**config.mk**
```make
export PLATFORM = sky130hd
export DESIGN_NAME = vpw_sym_classifier
export DESIGN_NICKNAME = d
export VERILOG_FILES = /design/src/rtl/vpw_sym_pkg.sv /design/src/rtl/vpw_sync_edge.sv /design/src/rtl/vpw_tick_timer.sv /design/src/rtl/vpw_sym_decode.sv /design/src/rtl/vpw_frame_fsm.sv /design/src/rtl/vpw_sym_classifier.sv
export SDC_FILE = /design/constraint.sdc
export NUM_CORES = 1
export LEC_CHECK = 0
export ABC_AREA = 1
export BUFFER_PORTS_ARGS = -buffer_cell sky130_fd_sc_hd__buf_4
export CAP_MARGIN = 15
export CORE_MARGIN = 2
export CORE_UTILIZATION = 30
export DETAILED_ROUTE_END_ITERATION = 10
export PLACE_DENSITY = 0.53
export SLEW_MARGIN = 30
export SYNTH_ARGS = -nofsm -noshare
export SYNTH_HDL_FRONTEND = slang
export SYNTH_SLANG_ARGS = --single-unit
export TNS_END_PERCENT = 100
```
**constraint.sdc**
```tcl
create_clock -name clk_i -period 3.4 [get_ports clk_i]
set_clock_uncertainty 0.05 [all_clocks]
set_input_delay 0.68 -clock clk_i [delete_from_list [all_inputs] [get_ports clk_i]]
set_output_delay 0.68 -clock clk_i [all_outputs]
set_load 0.005 [all_outputs]
```
**src/rtl/vpw_sym_pkg.sv**
```systemverilog
package vpw_sym_pkg;

  typedef enum logic [2:0] {
    SYM_INVALID = 3'd0,
    SYM_BIT0    = 3'd1,
    SYM_BIT1    = 3'd2,
    SYM_SOF     = 3'd3,
    SYM_EOD     = 3'd4,
    SYM_EOF     = 3'd5
  } sym_code_e;

  typedef enum logic [2:0] {
    FR_WAIT = 3'd0,  // aborted, no valid end-of-frame yet
    FR_DATA = 3'd1,
    FR_EOF  = 3'd2,
    FR_IFS  = 3'd3,
    FR_IDLE = 3'd4
  } frame_st_e;

endpackage

```
**src/rtl/vpw_sync_edge.sv**
```systemverilog
module vpw_sync_edge #(
  parameter bit ACTIVE_HIGH = 1'b1
) (
  input  logic clk_i,
  input  logic rst_ni,
  input  logic bus_i,
  output logic act_o,
  output logic rise_o,
  output logic fall_o
);

  logic       raw_act;
  logic [1:0] sync_q;
  logic       lvl_q;

  generate
    if (ACTIVE_HIGH) begin : g_pol_hi
      assign raw_act = bus_i;
    end else begin : g_pol_lo
      assign raw_act = ~bus_i;
    end
  endgenerate

  always_ff @(posedge clk_i or negedge rst_ni) begin
    if (!rst_ni) begin
      sync_q <= 2'b00;
      lvl_q  <= 1'b0;
    end else begin
      sync_q <= {sync_q[0], raw_act};
      lvl_q  <= sync_q[1];
    end
  end

  assign act_o  = lvl_q;
  assign rise_o = sync_q[1] & ~lvl_q;
  assign fall_o = ~sync_q[1] & lvl_q;


  edge_level_chk: assert property (@(posedge clk_i) disable iff (!rst_ni)
    (rise_o |=> act_o) and (fall_o |=> !act_o));

endmodule

```
**src/rtl/vpw_tick_timer.sv**
```systemverilog
module vpw_tick_timer #(
  parameter int PRESCALE = 100,
  parameter int CNT_W    = 9
) (
  input  logic             clk_i,
  input  logic             rst_ni,
  input  logic             edge_i,
  output logic             tick_o,
  output logic [CNT_W-1:0] dur_o
);

  localparam logic [CNT_W-1:0] CNT_MAX = '1;

  logic [CNT_W-1:0] dur_q;

  generate
    if (PRESCALE > 1) begin : g_presc
      localparam int PS_W = $clog2(PRESCALE);
      localparam logic [PS_W-1:0] PS_LAST = PS_W'(PRESCALE - 1);
      logic [PS_W-1:0] ps_q;
      always_ff @(posedge clk_i or negedge rst_ni) begin
        if (!rst_ni)             ps_q <= '0;
        else if (ps_q == PS_LAST) ps_q <= '0;
        else                     ps_q <= ps_q + 1'b1;
      end
      assign tick_o = (ps_q == PS_LAST);
    end else begin : g_nopresc
      assign tick_o = 1'b1;
    end
  endgenerate

  always_ff @(posedge clk_i or negedge rst_ni) begin
    if (!rst_ni)                        dur_q <= '0;
    else if (edge_i)                    dur_q <= '0;
    else if (tick_o && dur_q != CNT_MAX) dur_q <= dur_q + 1'b1;
  end

  assign dur_o = dur_q;


  sat_hold_chk: assert property (@(posedge clk_i) disable iff (!rst_ni)
    (dur_q == CNT_MAX && !edge_i) |=> dur_q == CNT_MAX);


  no_wrap_chk: assert property (@(posedge clk_i) disable iff (!rst_ni)
    !edge_i |=> dur_q >= $past(dur_q));

endmodule

```
**src/rtl/vpw_sym_decode.sv**
```systemverilog
module vpw_sym_decode
  import vpw_sym_pkg::*;
#(
  parameter int CNT_W      = 9,
  parameter int ACT_INV_T  = 34,
  parameter int ACT_BIT_T  = 96,
  parameter int ACT_SOF_T  = 163,
  parameter int ACT_MAX_T  = 239,
  parameter int PAS_INV_T  = 34,
  parameter int PAS_BIT_T  = 96,
  parameter int PAS_EOD_T  = 163,
  parameter int PAS_EOF_T  = 239,
  parameter int PAS_IFS_T  = 300,
  parameter int PAS_IDLE_T = 500
) (
  input  logic             fall_i,
  input  logic             edge_i,
  input  logic             act_i,
  input  logic             tick_i,
  input  logic [CNT_W-1:0] dur_i,
  output sym_code_e        code_o,
  output logic             hit_eof_o,
  output logic             hit_ifs_o,
  output logic             hit_idle_o
);

  localparam logic [CNT_W-1:0] A_INV  = CNT_W'(ACT_INV_T);
  localparam logic [CNT_W-1:0] A_BIT  = CNT_W'(ACT_BIT_T);
  localparam logic [CNT_W-1:0] A_SOF  = CNT_W'(ACT_SOF_T);
  localparam logic [CNT_W-1:0] A_MAX  = CNT_W'(ACT_MAX_T);
  localparam logic [CNT_W-1:0] P_INV  = CNT_W'(PAS_INV_T);
  localparam logic [CNT_W-1:0] P_BIT  = CNT_W'(PAS_BIT_T);
  localparam logic [CNT_W-1:0] P_EOD  = CNT_W'(PAS_EOD_T);
  localparam logic [CNT_W-1:0] P_EOF  = CNT_W'(PAS_EOF_T);
  // live crossings fire one tick before the counter reaches the threshold
  localparam logic [CNT_W-1:0] X_EOF  = CNT_W'(PAS_EOF_T - 1);
  localparam logic [CNT_W-1:0] X_IFS  = CNT_W'(PAS_IFS_T - 1);
  localparam logic [CNT_W-1:0] X_IDLE = CNT_W'(PAS_IDLE_T - 1);

  sym_code_e act_code, pas_code;
  logic      live;

  always_comb begin
    if (dur_i < A_INV)      act_code = SYM_INVALID;
    else if (dur_i < A_BIT) act_code = SYM_BIT0;
    else if (dur_i < A_SOF) act_code = SYM_BIT1;
    else if (dur_i < A_MAX) act_code = SYM_SOF;
    else                    act_code = SYM_INVALID;
  end

  always_comb begin
    if (dur_i < P_INV)      pas_code = SYM_INVALID;
    else if (dur_i < P_BIT) pas_code = SYM_BIT1;
    else if (dur_i < P_EOD) pas_code = SYM_BIT0;
    else if (dur_i < P_EOF) pas_code = SYM_EOD;
    else                    pas_code = SYM_EOF;
  end

  assign code_o     = fall_i ? act_code : pas_code;
  assign live       = tick_i && !act_i && !edge_i;
  assign hit_eof_o  = live && (dur_i == X_EOF);
  assign hit_ifs_o  = live && (dur_i == X_IFS);
  assign hit_idle_o = live && (dur_i == X_IDLE);

endmodule

```
**src/rtl/vpw_frame_fsm.sv**
```systemverilog
module vpw_frame_fsm
  import vpw_sym_pkg::*;
(
  input  logic      clk_i,
  input  logic      rst_ni,
  input  logic      rise_i,
  input  logic      fall_i,
  input  sym_code_e code_i,
  input  logic      hit_eof_i,
  input  logic      hit_ifs_i,
  input  logic      hit_idle_i,
  input  logic      tx_pending_i,
  output logic      sym_valid_o,
  output sym_code_e sym_code_o,
  output logic      eof_det_o,
  output logic      ifs_det_o,
  output logic      idle_det_o,
  output logic      tx_allowed_o
);

  frame_st_e st_q, st_d;
  logic      grant_q;
  logic      sym_err, after_eof;

  assign sym_err   = (rise_i || fall_i) && (code_i == SYM_INVALID);
  assign after_eof = (st_q == FR_EOF) || (st_q == FR_IFS) || (st_q == FR_IDLE);

  always_comb begin
    st_d = st_q;
    if (sym_err)                                           st_d = FR_WAIT;
    else if (rise_i && after_eof)                          st_d = FR_DATA;
    else if (hit_eof_i && (st_q == FR_WAIT || st_q == FR_DATA)) st_d = FR_EOF;
    else if (hit_ifs_i && st_q == FR_EOF)                  st_d = FR_IFS;
    else if (hit_idle_i && st_q == FR_IFS)                 st_d = FR_IDLE;
  end

  always_ff @(posedge clk_i or negedge rst_ni) begin
    if (!rst_ni) begin
      st_q        <= FR_WAIT;
      grant_q     <= 1'b0;
      sym_valid_o <= 1'b0;
      sym_code_o  <= SYM_INVALID;
      eof_det_o   <= 1'b0;
      ifs_det_o   <= 1'b0;
      idle_det_o  <= 1'b0;
    end else begin
      st_q        <= st_d;
      sym_valid_o <= rise_i || fall_i;
      sym_code_o  <= code_i;
      eof_det_o   <= hit_eof_i && (st_q == FR_WAIT || st_q == FR_DATA);
      ifs_det_o   <= hit_ifs_i && (st_q == FR_EOF);
      idle_det_o  <= hit_idle_i && (st_q == FR_IFS);
      if (!tx_pending_i || sym_err)  grant_q <= 1'b0;
      else if (rise_i && after_eof)  grant_q <= 1'b1;
    end
  end

  assign tx_allowed_o = (st_q == FR_IFS) || (st_q == FR_IDLE) || grant_q;


  strobe_excl_chk: assert property (@(posedge clk_i) disable iff (!rst_ni)
    $onehot0({sym_valid_o, eof_det_o, ifs_det_o, idle_det_o}));


  act_code_range_chk: assert property (@(posedge clk_i) disable iff (!rst_ni)
    fall_i |-> (code_i != SYM_EOD && code_i != SYM_EOF));


  ifs_after_eof_chk: assert property (@(posedge clk_i) disable iff (!rst_ni)
    ifs_det_o |-> $past(st_q) == FR_EOF);


  ifs_opens_chk: assert property (@(posedge clk_i) disable iff (!rst_ni)
    ifs_det_o |-> tx_allowed_o);


  abort_no_grant_chk: assert property (@(posedge clk_i) disable iff (!rst_ni)
    (st_q == FR_WAIT && rise_i) |=> !grant_q);


  grant_release_chk: assert property (@(posedge clk_i) disable iff (!rst_ni)
    !tx_pending_i |=> !grant_q);

endmodule

```
**src/rtl/vpw_sym_classifier.sv**
```systemverilog
module vpw_sym_classifier
  import vpw_sym_pkg::*;
#(
  parameter int PRESCALE    = 100,
  parameter bit ACTIVE_HIGH = 1'b1,
  parameter int ACT_INV_T   = 34,
  parameter int ACT_BIT_T   = 96,
  parameter int ACT_SOF_T   = 163,
  parameter int ACT_MAX_T   = 239,
  parameter int PAS_INV_T   = 34,
  parameter int PAS_BIT_T   = 96,
  parameter int PAS_EOD_T   = 163,
  parameter int PAS_EOF_T   = 239,
  parameter int PAS_IFS_T   = 300,
  parameter int PAS_IDLE_T  = 500
) (
  input  logic       clk_i,
  input  logic       rst_ni,
  input  logic       bus_i,
  input  logic       tx_pending_i,
  output logic       sym_valid_o,
  output logic [2:0] sym_code_o,
  output logic       eof_det_o,
  output logic       ifs_det_o,
  output logic       idle_det_o,
  output logic       tx_allowed_o
);

  localparam int MAX_T = (PAS_IDLE_T > ACT_MAX_T) ? PAS_IDLE_T : ACT_MAX_T;
  localparam int CNT_W = $clog2(MAX_T + 2);

  logic             act, rise, fall, edge_any, tick;
  logic [CNT_W-1:0] dur;
  sym_code_e        code, code_q;
  logic             hit_eof, hit_ifs, hit_idle;

  assign edge_any = rise | fall;

  vpw_sync_edge #(.ACTIVE_HIGH(ACTIVE_HIGH)) u_sync (
    .clk_i (clk_i),
    .rst_ni(rst_ni),
    .bus_i (bus_i),
    .act_o (act),
    .rise_o(rise),
    .fall_o(fall)
  );

  vpw_tick_timer #(.PRESCALE(PRESCALE), .CNT_W(CNT_W)) u_timer (
    .clk_i (clk_i),
    .rst_ni(rst_ni),
    .edge_i(edge_any),
    .tick_o(tick),
    .dur_o (dur)
  );

  vpw_sym_decode #(
    .CNT_W(CNT_W),
    .ACT_INV_T(ACT_INV_T), .ACT_BIT_T(ACT_BIT_T), .ACT_SOF_T(ACT_SOF_T), .ACT_MAX_T(ACT_MAX_T),
    .PAS_INV_T(PAS_INV_T), .PAS_BIT_T(PAS_BIT_T), .PAS_EOD_T(PAS_EOD_T), .PAS_EOF_T(PAS_EOF_T),
    .PAS_IFS_T(PAS_IFS_T), .PAS_IDLE_T(PAS_IDLE_T)
  ) u_decode (
    .fall_i    (fall),
    .edge_i    (edge_any),
    .act_i     (act),
    .tick_i    (tick),
    .dur_i     (dur),
    .code_o    (code),
    .hit_eof_o (hit_eof),
    .hit_ifs_o (hit_ifs),
    .hit_idle_o(hit_idle)
  );

  vpw_frame_fsm u_fsm (
    .clk_i       (clk_i),
    .rst_ni      (rst_ni),
    .rise_i      (rise),
    .fall_i      (fall),
    .code_i      (code),
    .hit_eof_i   (hit_eof),
    .hit_ifs_i   (hit_ifs),
    .hit_idle_i  (hit_idle),
    .tx_pending_i(tx_pending_i),
    .sym_valid_o (sym_valid_o),
    .sym_code_o  (code_q),
    .eof_det_o   (eof_det_o),
    .ifs_det_o   (ifs_det_o),
    .idle_det_o  (idle_det_o),
    .tx_allowed_o(tx_allowed_o)
  );

  assign sym_code_o = code_q;


  code_range_chk: assert property (@(posedge clk_i) disable iff (!rst_ni)
    sym_valid_o |-> sym_code_o <= 3'd5);

endmodule

```
* Word level (Yosys, flattened, before mapping)
Cells that the tools add are included.
** Operators by class
- Bitwise gates (word level) :: 5
- Reductions and logical operators :: 26
- Magnitude comparators :: 4
- $add $sub $neg :: 2
- Eq/ne operators :: 9
- Muxes and demuxes :: 19
** Operator list (number)
- two-way mux 3 bit :: 12
- equality test 9 bit (second input constant) :: 2
- less-than comparator 9 x 8 -> 1 bit (second input constant) :: 2
- two-way mux 9 bit :: 2
- logical AND 1 bit :: 11
- adder 9 x 1 -> 9 bit (second input constant) :: 1
- equality test 9 x 8 -> 1 bit (second input constant) :: 1
- less-than comparator 9 x 6 -> 1 bit (second input constant) :: 1
- less-than comparator 9 x 7 -> 1 bit (second input constant) :: 1
- != test 9 bit (second input constant) :: 1
- adder 7 x 1 -> 7 bit (second input constant) :: 1
- equality test 7 bit (second input constant) :: 1
- logical OR 1 bit :: 7
- two-way mux 7 bit :: 1
- equality test 3 x 2 -> 1 bit (second input constant) :: 2
- logical NOT 3 bit :: 2
- nonzero test 5 bit :: 1
- nonzero test 2 bit :: 2
- equality test 3 x 1 -> 1 bit (second input constant) :: 1
- equality test 3 bit (second input constant) :: 1
- logical NOT 1 bit :: 3
- two-way mux 1 bit :: 3
- bitwise AND 1 bit :: 2
- two-way mux 2 bit :: 1
- other kinds (2) :: 3
** Storage, ports and cells
- Bits of input ports :: 4
- Bits in registers :: 30
- Word-level logic and storage cells :: 76

* Logic depth before layout (Yosys ltp)
Gate-level depths: netlist of the first run.
- Depth in word-level cells :: 12
- Gate-level depth with buffers :: 11
- Mapped depth without buffers :: 11

* Cells and area by module
From an unflattened synthesis of the first run, not the netlist that was laid out.
** Second synthesis, totals
- Cell total of the unflattened synthesis :: 220
- Area total of the unflattened synthesis :: 1670.4 um^2
** Modules (own cells, without submodules)
- vpw_tick_timer :: times used 1, cells each 110, area each 900.9 um^2
- vpw_frame_fsm :: times used 1, cells each 49, area each 435.4 um^2
- vpw_sym_decode :: times used 1, cells each 51, area each 232.7 um^2
- vpw_sync_edge :: times used 1, cells each 7, area each 90.1 um^2
- vpw_sym_classifier :: times used 1, cells each 3, area each 11.3 um^2

* Worst setup path after synthesis of the first run
OpenSTA, ideal clock, no wires.
- Path kind :: reg-to-reg
- From :: register u_timer.dur_q[1] (netlist: u_timer.dur_o[1])
- To :: register u_timer.dur_q[6] (netlist: u_timer.dur_o[6])
- Period minus slack after synthesis :: 1.823 ns
- Path slack :: 1.577 ns
- Arrival time :: 1.648 ns
- Path buffers :: 0
- Stages on the path, launching flop included :: 11
- Path through :: dfrtp_1 -> ha_1 -> inv_1 -> nor2_1 -> inv_1 -> nor2_1 -> ha_1 -> nor2_8 -> inv_4 -> nor3_2 -> a21oi_2
** Between the ends
- Word-level cells in the longest chain between the ends :: 3
- Elaborated cells between the ends (all ways) :: 6
- Those cells by class :: add/sub (1); eq/ne (1); mux (2); reduce/logical (2)
** RTL lines
- from (decl) :: line vpw_tick_timer.sv:14 : logic [CNT_W-1:0] dur_q;
- from (signal assigned) :: line vpw_tick_timer.sv:35 : else if (tick_o && dur_q != CNT_MAX) dur_q <= dur_q + 1'b1;
- adder 9 x 1 -> 9 bit or != test 9 bit (tied branches) :: line vpw_tick_timer.sv:35
- two-way mux 9 bit or logical AND 1 bit (tied branches) :: line vpw_tick_timer.sv:35
- two-way mux 9 bit or nonzero test 2 bit (tied branches)
Several ways; a longest one is shown, not always the timed one. The select of a mux whose other input is x is not followed.
A chain may end at the register's enable or synchronous reset.

* Worst setup path after layout of the first run
- From :: register u_fsm.st_q[2]
- To :: output port tx_allowed_o
** Between the ends
- Word-level cells in the longest chain between the ends :: 3
- Elaborated cells between the ends (all ways) :: 4
- Those cells by class :: eq/ne (2); reduce/logical (2)
** RTL lines
- from (decl) :: line vpw_frame_fsm.sv:21 : frame_st_e st_q, st_d;
- from (signal assigned) :: line vpw_frame_fsm.sv:47 : st_q <= st_d;
- equality test 3 x 2 -> 1 bit or equality test 3 bit (tied branches) :: line vpw_frame_fsm.sv:58 : assign tx_allowed_o = (st_q == FR_IFS) || (st_q == FR_IDLE) || grant_q;
- logical OR 1 bit (*) (2 in series) :: line vpw_frame_fsm.sv:58
- to (decl) :: line vpw_sym_classifier.sv:26 : output logic tx_allowed_o
Every way passes the cells marked *; elsewhere a longest branch is shown, timed or not.

==> results of run 1 <==
==> flip-flops by register name (all words and copies together) (netlist names), 2 cells and up <==
signal	count
u_timer.g_presc.ps_q	7
u_fsm.st_q	3
u_sync.sync_q	2
u_timer.dur_o	9
u_fsm.sym_code_o	3
==> metrics by stage <==
stage | instance area, µm² | instances | setup slack [ns]
after floorplan | 1620 | 202 | 1.58
after global placement | 1790 | 283 | 1.45
after detailed placement | 1790 | 283 | 1.42
after CTS | 1870 | 290 | 1.36
after global routing | 1870 | 290 | 1.21
final | 1870 | 290 | 1.36
==> worst max-delay path: stages (launching register included) <==
cell	delay, ns
dfrtp_1	0.43
inv_1	0.09
nand2_1	0.10
nor2_1	0.19
nor2_1	0.06
nand2_1	0.06
buf_4	0.10
==> final cells by class <==
class | instances | area, µm² | share of cell area, %
Sequential cell | 30 | 751 | 40.1
Timing Repair Buffer | 11 | 82.6 | 4.41
Tap cell | 70 | 87.6 | 4.68
Multi-Input combinational cell | 140 | 751 | 40.1
Clock buffer | 5 | 68.8 | 3.67
Inverter | 32 | 123 | 6.55
Clock inverter | 2 | 10.0 | 0.534
==> kinds of logic (layout without fill, tap and decap cells) <==
family          Yosys count  count (layout)  share of synthesized area (%)
compound gates           15              15                           5.62
flops                    30              30                           46.2
buf+inv                  32              50                           7.55
xor+xnor                  2               2                           1.08
simple gates            117             117                           34.9
fa+ha+maj                 6               6                           4.62
==> routing by layer <==
layer / track usage, % / vias to the layer above
li1: - / 687
met1: 17.1 / 620
met2: 18.7 / 20
met3: 3.60 / 4
met4: 5.36 / 0
met5: 0 / -
==> power by group <==
group          leakage [nW]  switching, mW  internal (mW)
Sequential            0.396        0.00124          0.360
Combinational         0.495         0.0194        0.00777
Clock                0.0438          0.129          0.137
Total                 0.934          0.150          0.505
==> cell usage after synthesis, drive strengths merged <==
library cell	number
inv	32
and3	2
a21oi	4
nand4	5
nor4	2
nand2	42
a31oi	2
nand3b	1
nor2	33
o21ai	7
ha	6
xor2	2
a221oi	1
nor3b	2
nor3	13
a211oi	1
dfrtp	30
nand3	17
==> worst max path at each step <==
stage / end / start / cells after the start / slack (ns)
after floorplan: u_timer.dur_o[6]$_DFFE_PN0P_ / u_timer.dur_o[1]$_DFFE_PN0P_ / 10 / 1.58
after global placement: u_timer.dur_o[6]$_DFFE_PN0P_ / u_timer.dur_o[1]$_DFFE_PN0P_ / 10 / 1.45
after detailed placement: u_timer.dur_o[6]$_DFFE_PN0P_ / u_timer.dur_o[1]$_DFFE_PN0P_ / 10 / 1.42
after CTS: tx_allowed_o / u_fsm.st_q[2]$_DFFE_PN0P_ / 6 / 1.36
after global routing: tx_allowed_o / u_fsm.st_q[2]$_DFFE_PN0P_ / 6 / 1.21
final: tx_allowed_o / u_fsm.st_q[2]$_DFFE_PN0P_ / 6 / 1.36
==> cells in the final DEF (no fill, tap or decap) <==
cell	netlist	layout
nand2_1	41	41
inv_1	31	31
nor2_1	31	31
dfrtp_1	30	30
nand3_1	15	15
buf_4	0	11
nor3_1	10	10
ha_1	6	6
nand4_1	5	5
clkbuf_8	0	5
nor3_2	3	3
o21ai_1	3	3
a21oi_1	3	3
o21ai_0	3	3
nand3_2	2	2
nor4_1	2	2
and3_1	2	2
xor2_1	2	2
a31oi_1	2	2
clkinv_2	0	2
nor2_4	1	1
nand3b_1	1	1
nand2_2	1	1
nor3b_1	1	1
nor2_8	1	1
inv_4	1	1
a21oi_2	1	1
nor3b_2	1	1
a221oi_1	1	1
o21ai_2	1	1
a211oi_1	1	1
==> metrics.md, run 1 <==
| Metric | Value |
|---|---|
| Reg clk slew, reported paths | ~0.060 ns |
| Largest net degree at the start of global routing | 31 |
| Number of global-route vias before repair | between 1k and 1.5k |
| Clock Sinks | 30 |
| Met3 routed WL | 141 µm |
| Max clock buf depth | 2 |
| Post-Syn Instances | between 200 and 250 |
| Leak Pwr | 0.934 nW |
| I/O pin total | 12 |
| Syn Nets | 212 |
| Dpl hpwl | roughly 2.5 mm |
| Hold Violations, Final | 0 |
| Number of max-cap violations | 0 |
| # hold bufs at CTS | 0 |
| Postcts setup bufs | 0 |
| Vias per Instance | 4.59 |
| Synthesized area | about 0.0016 mm² |
| Seq/Total Area, Yosys | a little under half |
| Tmin final | 2.04 ns |
| RePlAce Congestion | 0.871 |
| CTS tree | yes |
| HP Class | input pin to async pin |
| Unrepaired setup endpoints after global routing | false |
| DR WL met2 | 1.47 mm |
| FF+latch count, synth | 30 |
| R2R cell count | 9 |
| Num CTS Buffers | 5 |
| Reg2Reg Launch Point | u_timer.dur_o[1]$_DFFE_PN0P_ |
| Drt wl/cell | approximately 11 µm |
| DRT iter0 DRCs | 44 |
| Slew margin rel. | between 70% and 80% |
| Largest cells by area after synthesis | dfrtp_1 (46%), nand2_1 (9.5%), inv_1 (7.2%) |
| # diodes | 0 |
| DRC Markers | 0 |
| Via Count | 1331 |
| Fillcell total | 546 |
| First-pass GRT wire length | just under 6 mm |
| H-tree depth reported by CTS | 2 |
| Warnings from Yosys | 0 |
| Worst VDD drop | roughly 0.15 mV |
| Total Nets Final | 230 |
| Slew @ Worst Pin | 0.380 ns |
| Final Cycle Share | 60.0% |
| Setup-failing EPs final | 0 |
| Die area | 0.00602 mm² |
| Required time worst endpoint | 2.67 ns |
| Initial Util | between 30% and 40% |
| CP arrival | 1.31 ns |
| Pwr Total | 0.655 mW |
| Post-CTS sizing | 0 |
| Top sig layer | met4 |
| Grt ovf | 0 |
| Pre-antenna DRT Iters | 4 |
| Achievable frequency | 0.490 GHz |
| Worst hold slack | 0.260 ns |
| Average size of a mapped cell | 8.04 µm² |
| All-Layer GR Usage | 12.6% |
| Critical path startpoint category | register |
| TNS Setup | 0 ns |
| Root buf cell | clkbuf_8 |
| Num rows | 26 |
| Detailed Route WL | 3.30 mm |
| Crit Path Category | register to output pin |
| Fin util | 36.2% |
| Remaining antenna violation count after routing | 0 |
| Core area | 0.00517 mm² |
| Pwr dens | 350 mW/mm² |
| Critical path capture point type | output pin |
| Reg-to-Reg End | u_timer.dur_o[3]$_DFFE_PN0P_ |
| Die W | 77.6 µm |
| Status | complete, no violations |
| R2R setup slack | 1.40 ns |
| IO buf count | 11 |
| Clock Latency Late Sink | 0.28 ns |
| Area grow syn2layout | 15.3% |
| Largest area contributor in the synthesized netlist | dfrtp_1 |
| Top-area cell type share of the netlist area | 46.2% |
| Post-synthesis cell type count | 28 |
| CP max FO | 5 |
| Initial antenna violation count | 0 |
| Layout cells sized above 1 | 13.6% |
| Die height | 77.6 µm |
| Final slew viol count | 0 |
| Met1 WL | 1.65 mm |
(Power assumes the default switching activity.)
==> run 2: changes to the inputs <==
PLACE_DENSITY = 0.55   (was 0.53)
clock period = 1.8 ns   (was 3.4 ns; I/O delays follow)
==> run 2 against run 1 <==
Net effect:
- via count is 3.5% higher
- global-route usage is 0.82 points higher
- sequential cell count stayed put
- count of clock-buffer cells in the layout is 2 higher
- critical path type is now register to register
- critical endpoint is now u_timer.dur_o[2]$_DFFE_PN0P_
- largest cell class is now multi-input gates
- highest routed layer unchanged
==> metrics.md, run 2 (same netlist as run 1, synthesis figures left out) <==
| Metric | Value |
|---|---|
| Slowest cell on crit path | dfrtp_1 |
| Pre-CTS setup slack | 0.0188 ns (-1.40 ns) |
| Worst VDD drop | 0.204 mV (+39%) |
| Grt ovf | 0 (unchanged) |
| Detailed Route WL | 3.54 mm (+7.1%) |
| Drt wl/cell | 11.8 µm (+3.5%) |
| Setup-failing EPs final | 0 (unchanged) |
| Max reg flops | 9 (unchanged) |
| Final cell count without fillers | 300 (+3.4%) |
| Reg2Reg Launch Point | u_timer.dur_o[0]$_DFFE_PN0P_ |
| IO buf count | 11 (unchanged) |
| Area grow syn2layout | 22.3% |
| Reg-to-Reg End | u_timer.dur_o[2]$_DFFE_PN0P_ |
| First-pass GRT wire length | 6.21 mm (+5.1%) |
| DRT iter0 DRCs | 110 (+150%) |
| Critical path, cell by cell | ha_2, inv_1, nor2_1, inv_2, nor2_1, ha_2, nor2_8, inv_6, o21ai_2, nand2_1, a31oi_1 |
| Setup ws final | 0.100 ns (-1.26 ns) |
| Pre-antenna DRT Iters | 4 (unchanged) |
| Number of max-cap violations | 0 (unchanged) |
| Pwr Total | 1.24 mW (+89%) |
| Reg power frac | 55.2% (about the same) |
| Num rows | 26 (unchanged) |
| Layout cells sized above 1 | 21.7% (+8.1 points) |
| Critical path startpoint category | register |
| Die height | 77.6 µm (unchanged) |
| Vias per Instance | 4.59 (about the same) |
| Pwr dens | 623 mW/mm² (+78%) |
| Clock network power share | 40.0% (-0.7 points) |
| Die W | 77.6 µm (unchanged) |
| Inst Count DP | 291 (+2.8%) |
| DP Area | 0.00186 mm² (+3.7%) |
| Sw power | 0.270 mW (+80%) |
| # diodes | 0 (unchanged) |
| Leak Pwr | 0.984 nW (+5.4%) |
| Required time worst endpoint | 1.94 ns (-0.73 ns) |
| Most common cell after layout, fill and taps aside | nand2_1 |
| Crit Path Category | register to register |
| Root buf cell | clkbuf_8 |
| CP arrival | 1.84 ns (+0.53 ns) |
| CTS tree | yes |
| Core area | 0.00517 mm² (unchanged) |
| Max clock buf depth | 2 (unchanged) |
| Clock Sinks | 30 (unchanged) |
| Initial antenna violation count | 0 (unchanged) |
| Tmin final | about 1.7 ns |
| Switching Share | 21.8% (-1.1 points) |
| R2R setup slack | 0.10 ns (-1.30 ns) |
| Via Count | 1378 (+3.5%) |
| Die area | 0.00602 mm² (unchanged) |
| RePlAce Congestion | 0.869 (-0.28%) |
| Dpl hpwl | 2.69 mm (+5.5%) |
| Critical path capture point type | register |
| Largest net degree at the start of global routing | 31 (unchanged) |
| Status | complete, no violations |
| P_int | 0.967 mW (+92%) |
| Clock Latency Late Sink | 0.28 ns (about the same) |
| Crit-path max cell delay | 0.41 ns (-0.02 ns) |
| CP max FO | 8 (+3) |
| Final slew viol count | 0 (unchanged) |
| Initial Util | 31.4% (unchanged) |
| Comb pwr share | 4.9% (+0.8 points) |
| I/O pin total | 12 (unchanged) |
| Crit. Startpoint | u_timer.dur_o[0]$_DFFE_PN0P_ |
| HP Start | bus_i |
| Hold Crit Depth | 1 |
| Slew @ Worst Pin | 0.384 ns (+0.00395 ns) |
| DRC Markers | 0 (unchanged) |
| Hold Violations, Final | 0 (unchanged) |
| Num CTS Buffers | 5 (unchanged) |
| Final instance area | 0.00199 mm² (+6.0%) |
| Reg clk slew, reported paths | 0.06 ns (about the same) |
| Hold path endpoint | u_sync.sync_q[0]$_DFF_PN0_ |
| Fin util | 38.4% (+2.2 points) |
| TNS Setup | 0 ns (unchanged) |
| Remaining antenna violation count after routing | 0 (unchanged) |
| H-tree depth reported by CTS | 2 (unchanged) |
| HP Class | input pin to register |
| Achievable frequency | about 0.59 GHz |
| Most frequent cells in the layout | nand2_1 (40), nor2_1 (29), inv_1 (28), dfrtp_1 (26), buf_4 (20) |
| Number of global-route vias before repair | 1351 (+7.1%) |
| Final Cycle Share | 94.4% |
| R2R cell count | 11 (+2) |
| Total Nets Final | 240 (+4.3%) |
| Slew margin rel. | 74.4% (-0.26 points) |
| All-Layer GR Usage | 13.4% (+0.82 points) |
| Worst hold slack | 0.133 ns (-0.127 ns) |
[run 2: routing by layer]
layer  vias up  global-route usage (%)  routed length, µm
met5         -                       0                  0
met4         0                    7.50                115
met3         8                    3.84                194
met2        37                    19.6               1570
met1       620                    17.8               1660
li1        713                       -                  -
[run 2: how the worst max path moves through the flow]
stage	to	slack [ns]	cells after the start
4_1_cts	u_timer.dur_o[2]$_DFFE_PN0P_	0.01	11
6_report	u_timer.dur_o[2]$_DFFE_PN0P_	0.10	11
5_1_grt	u_fsm.st_q[1]$_DFFE_PN0P_	-0.006	11
2_1_floorplan	u_timer.dur_o[7]$_DFFE_PN0P_	0.01	10
3_5_place_dp	u_timer.dur_o[5]$_DFFE_PN0P_	0.02	10
3_3_place_gp	u_timer.dur_o[2]$_DFFE_PN0P_	0.06	11
[run 2: power by group through the flow]
stage / Combinational [mW] / Clock [mW] / Sequential (mW)
CTS: 0.0624 / 0.524 / 0.682
global placement: 0.0603 / 0 / 0.694
floorplan: 0.0225 / 0 / 0.695
finish: 0.0602 / 0.494 / 0.682
detailed placement: 0.0605 / 0 / 0.695
global route: 0.0693 / 0.550 / 0.682
[run 2: timing repair]
action | 4_1_cts | 5_1_grt
setup buffers | 1 | 0
setup endpoints to repair | 1 | 11
gates resized for setup | 0 | 15
hold buffers | 1 | 0
hold endpoints to repair | 30 | 0
pin swaps | 1 | 0
[run 2: final cells by class]
cell class | count | area [µm²]
flip-flops and latches | 30 | 756
fillers | 544 | 3190
clock buffers | 7 | 76.3
repair buffers | 21 | 160
inverters | 32 | 125
multi-input cells | 140 | 781
well taps | 70 | 87.6
[run 2: worst max-delay path: cells and delay by family (launching register included)]
| family | cells | cell delay [ns] |
|---|---|---|
| compound gates | 2 | 0.25 |
| simple gates | 4 | 0.31 |
| flops | 1 | 0.41 |
| buf+inv | 3 | 0.20 |
| fa+ha+maj | 2 | 0.40 |
